<file path="config.mk">
export PLATFORM = sky130hd
export DESIGN_NAME = mac_stream_pipe
export DESIGN_NICKNAME = d
export VERILOG_FILES = /design/src/rtl/mac_pkg.sv /design/src/rtl/mac_capture_stage.sv /design/src/rtl/mac_product_stage.sv /design/src/rtl/mac_sum_stage.sv /design/src/rtl/mac_stream_pipe.sv
export SDC_FILE = /design/constraint.sdc
export NUM_CORES = 1
export LEC_CHECK = 0
export ABC_AREA = 1
export BUFFER_PORTS_ARGS = -buffer_cell sky130_fd_sc_hd__buf_4
export CELL_PAD_IN_SITES_DETAIL_PLACEMENT = 1
export CELL_PAD_IN_SITES_GLOBAL_PLACEMENT = 1
export CORE_MARGIN = 4
export CORE_UTILIZATION = 45
export DETAILED_ROUTE_END_ITERATION = 8
export GPL_TIMING_DRIVEN = 0
export HOLD_SLACK_MARGIN = 0.03
export PLACE_DENSITY_LB_ADDON = 0.1
export SYNTH_ARGS = -nofsm -noshare
export SYNTH_HDL_FRONTEND = slang
export SYNTH_SLANG_ARGS = --single-unit
</file>
<file path="constraint.sdc">
create_clock -name clk -period 8.3 [get_ports clk]
set_input_delay 1.66 -clock clk [delete_from_list [all_inputs] [get_ports clk]]
set_output_delay 1.66 -clock clk [all_outputs]
set_load 0.05 [all_outputs]
</file>
<file path="src/rtl/mac_pkg.sv">
// Package: mac_pkg
// Shared widths and helpers for the multiply-add stream pipeline.
// Assumes operands are unsigned. The product is twice the operand width,
// and the result carries one extra bit so the final add cannot wrap.
package mac_pkg;

    localparam int unsigned MAC_OPND_W_DEF = 16;
    localparam int unsigned MAC_LATENCY    = 3;

    // Width of the full product of two operands of width w.
    function automatic int unsigned prod_width(input int unsigned w);
        return 2 * w;
    endfunction

    // Width of product plus addend, with headroom for the carry.
    function automatic int unsigned res_width(input int unsigned w);
        return 2 * w + 1;
    endfunction

endpackage

</file>
<file path="src/rtl/mac_capture_stage.sv">
// Module: mac_capture_stage
// Segment one: registers the two multiplicands and their valid flag.
// Assumes: the data registers load on every edge whether or not valid is
// high; only the valid flag is cleared by the synchronous active-low reset.
module mac_capture_stage #(
    parameter int unsigned OPND_W = 16
) (
    input  logic              clk,
    input  logic              rst_n,
    input  logic              vld_i,
    input  logic [OPND_W-1:0] a_i,
    input  logic [OPND_W-1:0] b_i,
    output logic              vld_o,
    output logic [OPND_W-1:0] a_o,
    output logic [OPND_W-1:0] b_o
);

    // Valid flag: cleared by reset, otherwise follows the input strobe.
    always_ff @(posedge clk) begin
        if (!rst_n) vld_o <= 1'b0;
        else        vld_o <= vld_i;
    end

    // Operand registers: free-running load, no reset needed.
    always_ff @(posedge clk) begin
        a_o <= a_i;
        b_o <= b_i;
    end

endmodule

</file>
<file path="src/rtl/mac_product_stage.sv">
// Module: mac_product_stage
// Segment two: multiplies the registered operands and, on the same edge,
// registers the addend that arrives one cycle after its multiplicands.
// Assumes: c_i belongs to the operand set now held in segment one.
module mac_product_stage #(
    parameter int unsigned OPND_W = 16,
    localparam int unsigned PROD_W = mac_pkg::prod_width(OPND_W)
) (
    input  logic              clk,
    input  logic              rst_n,
    input  logic              vld_i,
    input  logic [OPND_W-1:0] a_i,
    input  logic [OPND_W-1:0] b_i,
    input  logic [OPND_W-1:0] c_i,
    output logic              vld_o,
    output logic [PROD_W-1:0] prod_o,
    output logic [OPND_W-1:0] c_o
);

    logic [PROD_W-1:0] prod_d;

    // Full-width unsigned product of the segment-one registers.
    always_comb prod_d = PROD_W'(a_i) * PROD_W'(b_i);

    // Valid flag: cleared by reset, otherwise passed on from segment one.
    always_ff @(posedge clk) begin
        if (!rst_n) vld_o <= 1'b0;
        else        vld_o <= vld_i;
    end

    // Product and addend registers load together on every edge.
    always_ff @(posedge clk) begin
        prod_o <= prod_d;
        c_o    <= c_i;
    end

endmodule

</file>
<file path="src/rtl/mac_sum_stage.sv">
// Module: mac_sum_stage
// Segment three: adds the addend to the product and registers the result.
// Assumes the result width is one bit wider than the product.
module mac_sum_stage #(
    parameter int unsigned OPND_W = 16,
    localparam int unsigned PROD_W = mac_pkg::prod_width(OPND_W),
    localparam int unsigned RES_W  = mac_pkg::res_width(OPND_W)
) (
    input  logic              clk,
    input  logic              rst_n,
    input  logic              vld_i,
    input  logic [PROD_W-1:0] prod_i,
    input  logic [OPND_W-1:0] c_i,
    output logic              vld_o,
    output logic [RES_W-1:0]  sum_o
);

    logic [RES_W-1:0] sum_d;

    // Zero-extended add, so the carry out of the product width is kept.
    always_comb sum_d = RES_W'(prod_i) + RES_W'(c_i);

    // Valid flag: cleared by reset, otherwise passed on from segment two.
    always_ff @(posedge clk) begin
        if (!rst_n) vld_o <= 1'b0;
        else        vld_o <= vld_i;
    end

    // Output register loads the sum on every edge.
    always_ff @(posedge clk) begin
        sum_o <= sum_d;
    end

endmodule

</file>
<file path="src/rtl/mac_stream_pipe.sv">
// Module: mac_stream_pipe (top)
// Three-segment unsigned multiply-add pipeline: result = a*b + c.
// Assumes: c_in is driven one cycle after the a_in/b_in it belongs to.
// There is no stall input; latency is three edges and throughput is one
// result per clock. After input stops, the clock must keep running.
module mac_stream_pipe #(
    parameter int unsigned OPND_W = mac_pkg::MAC_OPND_W_DEF,
    localparam int unsigned PROD_W = mac_pkg::prod_width(OPND_W),
    localparam int unsigned RES_W  = mac_pkg::res_width(OPND_W)
) (
    input  logic              clk,
    input  logic              rst_n,
    input  logic              in_valid,
    input  logic [OPND_W-1:0] a_in,
    input  logic [OPND_W-1:0] b_in,
    input  logic [OPND_W-1:0] c_in,
    output logic              out_valid,
    output logic [RES_W-1:0]  result
);

    logic              s1_vld;
    logic [OPND_W-1:0] s1_a;
    logic [OPND_W-1:0] s1_b;
    logic              s2_vld;
    logic [PROD_W-1:0] s2_prod;
    logic [OPND_W-1:0] s2_c;

    mac_capture_stage #(.OPND_W(OPND_W)) u_seg1 (
        .clk   (clk),
        .rst_n (rst_n),
        .vld_i (in_valid),
        .a_i   (a_in),
        .b_i   (b_in),
        .vld_o (s1_vld),
        .a_o   (s1_a),
        .b_o   (s1_b)
    );

    mac_product_stage #(.OPND_W(OPND_W)) u_seg2 (
        .clk    (clk),
        .rst_n  (rst_n),
        .vld_i  (s1_vld),
        .a_i    (s1_a),
        .b_i    (s1_b),
        .c_i    (c_in),
        .vld_o  (s2_vld),
        .prod_o (s2_prod),
        .c_o    (s2_c)
    );

    mac_sum_stage #(.OPND_W(OPND_W)) u_seg3 (
        .clk    (clk),
        .rst_n  (rst_n),
        .vld_i  (s2_vld),
        .prod_i (s2_prod),
        .c_i    (s2_c),
        .vld_o  (out_valid),
        .sum_o  (result)
    );

endmodule

</file>
Word-level counts from Yosys, hierarchy flattened
Index checks and enable logic that the tools add are counted.
W data, S select, Z words.
{ "word_totals": {"latchBits": 0, "in_bits": 51, "ff_bits": 116, "mem_bits_rw": 0, "word_cells": 10, "mem_bits_ro": 0, "n_memories": 0} }
{ "classes": {"n_reduce_logical": 0, "eq_ne": 0, "div": 0, "mux": 0, "n_mul": 1, "bitwise_logic": 0, "order_cmp": 0, "n_addsub": 1, "n_shift": 0} }
{ "op_table": {"columns": ["op", "n"], "rows": [
  ["$add A32 B16 Y33", 1],
  ["$mul A16 B16 Y32", 1]
]} }

Depth between registers and ports, before layout
{ "logic_depth": {"ltp_word": 1, "ltp_mapped": 27, "ltp_nobuf": 25} }

Modules after synthesis
A second synthesis with hierarchy kept.
{ "hier_totals": {"cells_unflattened": 1841, "hier_area_um2": 13543.0} }
{ "modules_own_cells": {"columns": ["mod", "cells_each", "area_each_um2", "instances", "seq_area_each_um2"], "rows": [
  ["mac_product_stage", 1423, 10457.5, 1, 980.9],
  ["mac_sum_stage", 383, 2417.3, 1, 680.7],
  ["mac_capture_stage", 35, 668.1, 1, 660.6]
]} }

Least setup slack after synthesis
OpenSTA, ideal clock, no wires.
{ "synth_path": {"path_type": "register to register", "startpoint": "reg u_seg1.b_o[1]", "endpoint": "reg u_seg2.prod_o[28]", "period_less_slack_ns": 5.307, "setup_slack_ns": 2.993, "arrival_time_ns": 5.194, "setup_ns": 0.113, "path_stages_with_launch": 22, "cell_sequence": "dfxtp_1 clkbuf_1 clkbuf_1 nand2_1 fa_1 fa_1 fa_1 fa_1 inv_1 fa_1 inv_1 fa_1 inv_1 ha_1 nand2_1 inv_1 a21oi_2 nand3_1 nand2_1 nand3_1 nand2_1 nand2_1"} }
{ "synth_via": {"elab_chain_cells": 1} }
{ "synth_rtl": {"columns": ["item", "line_no", "text"], "rows": [
  ["start: declaration", "mac_capture_stage.sv:15", "output logic [OPND_W-1:0] b_o"],
  ["start signal: assignment", "mac_capture_stage.sv:27", "b_o <= b_i;"],
  ["$mul A16 B16 Y32", "mac_product_stage.sv:23", "always_comb prod_d = PROD_W'(a_i) * PROD_W'(b_i);"],
  ["named net u_seg2.prod_d[28]", "mac_product_stage.sv:20", "logic [PROD_W-1:0] prod_d;"],
  ["end signal: assignment", "mac_product_stage.sv:33", "prod_o <= prod_d;"],
  ["end: declaration", "mac_product_stage.sv:16", "output logic [PROD_W-1:0] prod_o,"]
]} }
The timed path passes the listed nets, and every way through them passes these cells.
A chain may end at the register's enable or synchronous reset.

Worst setup path in the final report
{ "layout_path": {"startpoint": "reg u_seg1.a_o[8]", "endpoint": "reg u_seg2.prod_o[28]"} }
{ "layout_via": {"elab_chain_cells": 1} }
{ "layout_rtl": {"columns": ["item", "line_no", "text"], "rows": [
  ["start: declaration", "mac_capture_stage.sv:14", "output logic [OPND_W-1:0] a_o,"],
  ["start signal: assignment", "mac_capture_stage.sv:26", "a_o <= a_i;"],
  ["$mul A16 B16 Y32", "mac_product_stage.sv:23", null],
  ["named net u_seg2.prod_d[28]", "mac_product_stage.sv:20", null]
]} }
The timed path passes the listed nets, and every way through them passes these cells.

==> results.ini <==
[global_route]
grt-ovfl-total = 0
track_usage_pct = 25.8
grt_max_degree = 17
grt_pass1_vias = 13000
grt_pass1_wl_mm = 66.1
antenna_found_initial = 0

[clock_network]
cts_tree = done
clkLatencyLatePin_ps = 440
clkSlewWorstSetupHoldPaths_ps = 60
cts.sink_count = 116
clk_path_buf_depth = 2
ctsHoldBuffers = 0
cts_resized = 0
htree_levels = 4
cts_setup_buffers = 0
cts_root_buf = clkbuf_16
numCtsBuffers = 17

[worst_setup_path]
critPathRequiredTime_ps = 8620
path_max_fanout = 10
worst-setup-path-type = register to register
cpMaxStageDelayCell = clkbuf_1
worst_path_largest_cell_delay_ps = 610
crit_buf_inv = 6
cpMostUsedCell = fa_1
startpoint_type = register
end_kind = register
critical-path-top-delay-family = adder cells
arrival_ps = 6810
crit_path_cell_trace = clkbuf_1 -> clkbuf_1 -> nand2_1 -> fa_1 -> fa_1 -> fa_1 -> fa_1 -> inv_1 -> fa_1 -> inv_1 -> fa_1 -> inv_1 -> ha_1 -> nand2_1 -> inv_1 -> a21oi_2 -> nand3_1 -> nand2_1 -> nand3_1 -> nand2_1 -> nand2_1

[synth]
synth-seq-cells = 116
synth_cells = 1821
synth_area_leaders = fa_1 29%, dfxtp_1 17%, nand2_1 17%
syn_area_um2 = 13400
yosysWarnings = 0
synth_nets = 2187
synthArstFlopShare_pct = 0
synth-main-ff-cell = dfxtp_1
yosysTopAreaCellShare_pct = 29.2
synth_seq_area_share_pct = 17.4
syn_avg_cell_area_um2 = 7.35
synth_edf_count = 0
ys_types = 27
yosysTopAreaCell = fa_1
synth.most_common_cell = nand2_1
synthTopCellsByCount = 593 x nand2_1, 495 x inv_1, 195 x fa_1, 120 x ha_1, 116 x dfxtp_1

[sta]
period_share_pct = 78.2
finalCriticalPeriod_ps = 6490
max_slew_margin_pct = 48.6
fmax_mhz = 154
finClkSkew_ps = 13.0
worstMarginPinSlew_ps = 771
finalHoldViolCount = 0
setup_tns_ps = 0
slew_viol_final = 0
setup_viol = 0
rsz0062_at_grt = false

[layout]
area_growth_pct = 12.7
num-fill-cells = 3742
fin_area_um2 = 15100
drive_gt1_share_pct = 6.81
final_cells = 2322
nets = 2290

[drt]
drt_iter0_markers = 555
post_drt_via_cell_ratio = 4.94
top_layer_used = met4
route.met3.wl_mm = 2.01
drt-met1-wl_mm = 16.7
wl_per_cell_um = 17.2
vias = 11500
ant_nets = 0
dr.pass1.iters = 5
wl_met2_mm = 20.0
routed_wl_mm = 40.0
route.detailed.drc = 0

[place]
hpwl_mm = 33.1
placed_cell_area_um2 = 14500
gp_congestion = 0.914
dpl.cell_count = 2289
port_buffers = 84

[hold_path]
worstHoldPathType = register to register

[floorplan]
die_x_um = 180
rows = 62
io-pin-count = 85
die-height_um = 180
dieArea_um2 = 32500
initial_utilization_pct = 46.1
coreArea_um2 = 29000

[outcome]
status = completed

[run]
maxCapViolations = 0

final timing paths:
check | slack, ps | end | start | cells after the start
hold reg to reg | 430 | u_seg3.vld_o | u_seg2.vld_o | 2
setup reg to reg | 1810 | u_seg2.prod_o[28] | u_seg1.a_o[8] | 21
hold / removal | 430 | u_seg3.vld_o | u_seg2.vld_o | 2
setup / recovery | 1810 | u_seg2.prod_o[28] | u_seg1.a_o[8] | 21
kinds of logic after synthesis:
family | Yosys count | share of synthesized area, %
compound gates | 43 | 1.76
fa+ha+maj | 315 | 40.4
simple gates | 755 | 22.7
flops | 116 | 17.4
xor+xnor | 32 | 2.10
buf+inv | 560 | 15.7
registers in the layout, summed over array words and instances (netlist names):
register / flops
u_seg2.prod_o: 32
u_seg2.vld_o: 1
u_seg3.sum_o: 33
u_seg1.b_o: 16
u_seg1.a_o: 16
u_seg2.c_o: 16
u_seg3.vld_o: 1
u_seg1.vld_o: 1
layout make-up:
| type | instances | area [um2] | area share, % |
|---|---|---|---|
| multi-input combinational | 1145 | 8950 | 59.4 |
| sequential | 116 | 2320 | 15.4 |
| inverter | 496 | 1860 | 12.3 |
| timing repair buffer | 84 | 631 | 4.18 |
| tap | 384 | 480 | 3.19 |
| clock buffer | 21 | 460 | 3.05 |
| buffer | 64 | 240 | 1.59 |
| clock inverter | 11 | 128 | 0.846 |
| antenna | 1 | 2.50 | 0.0166 |
cell usage in the layout (no fill, tap or decap), types with 2 or more instances in the layout:
| cell | instances |
|---|---|
| clkbuf_16 | 17 |
| nor3_1 | 14 |
| nand2_1 | 593 |
| clkbuf_8 | 2 |
| nand2_2 | 5 |
| and2_1 | 3 |
| bufinv_16 | 2 |
| nor3_2 | 4 |
| dfxtp_1 | 116 |
| nand3_1 | 61 |
| nor2_1 | 57 |
| or2_1 | 2 |
| a21oi_2 | 2 |
| clkinv_4 | 3 |
| clkinv_2 | 2 |
| a21oi_1 | 28 |
| ha_1 | 120 |
| xor2_1 | 28 |
| nand4_1 | 9 |
| clkbuf_1 | 66 |
| o21bai_1 | 4 |
| buf_4 | 84 |
| inv_1 | 495 |
| fa_1 | 195 |
| clkinvlp_4 | 3 |
| o21ai_0 | 7 |
| nor2_2 | 4 |
| xnor2_1 | 4 |
worst reg2reg max path, delay by kind of cell (launching register included):
family                   cells  cell delay (ps)
AO/OA/AOI/OAI                1              210
flip-flops                   1              300
buffers and inverters        6             1290
adder cells (fa/ha/maj)      7             3560
AND/OR/NAND/NOR              7             1010
per-layer routing:
| layer | vias up | global-route usage [%] |
|---|---|---|
| met4 | 0 | 9.47 |
| met5 | - | 0 |
| met2 | 270 | 46.0 |
| met1 | 5707 | 31.1 |
| met3 | 74 | 4.68 |
| li1 | 5410 | - |
metrics by stage:
step	worst slack (ps)	hold WS, ps	utilization, %
global route	1440	435	52.0
floorplan	2990	390	-
global placement	1900	399	49.9
finish	1810	426	52.0
detailed placement	1810	414	49.9
CTS	1780	431	52.0
Power is left out: the tool's default activity adds up to more than one toggle a clock period on the data nets, which glitch-free logic cannot reach.
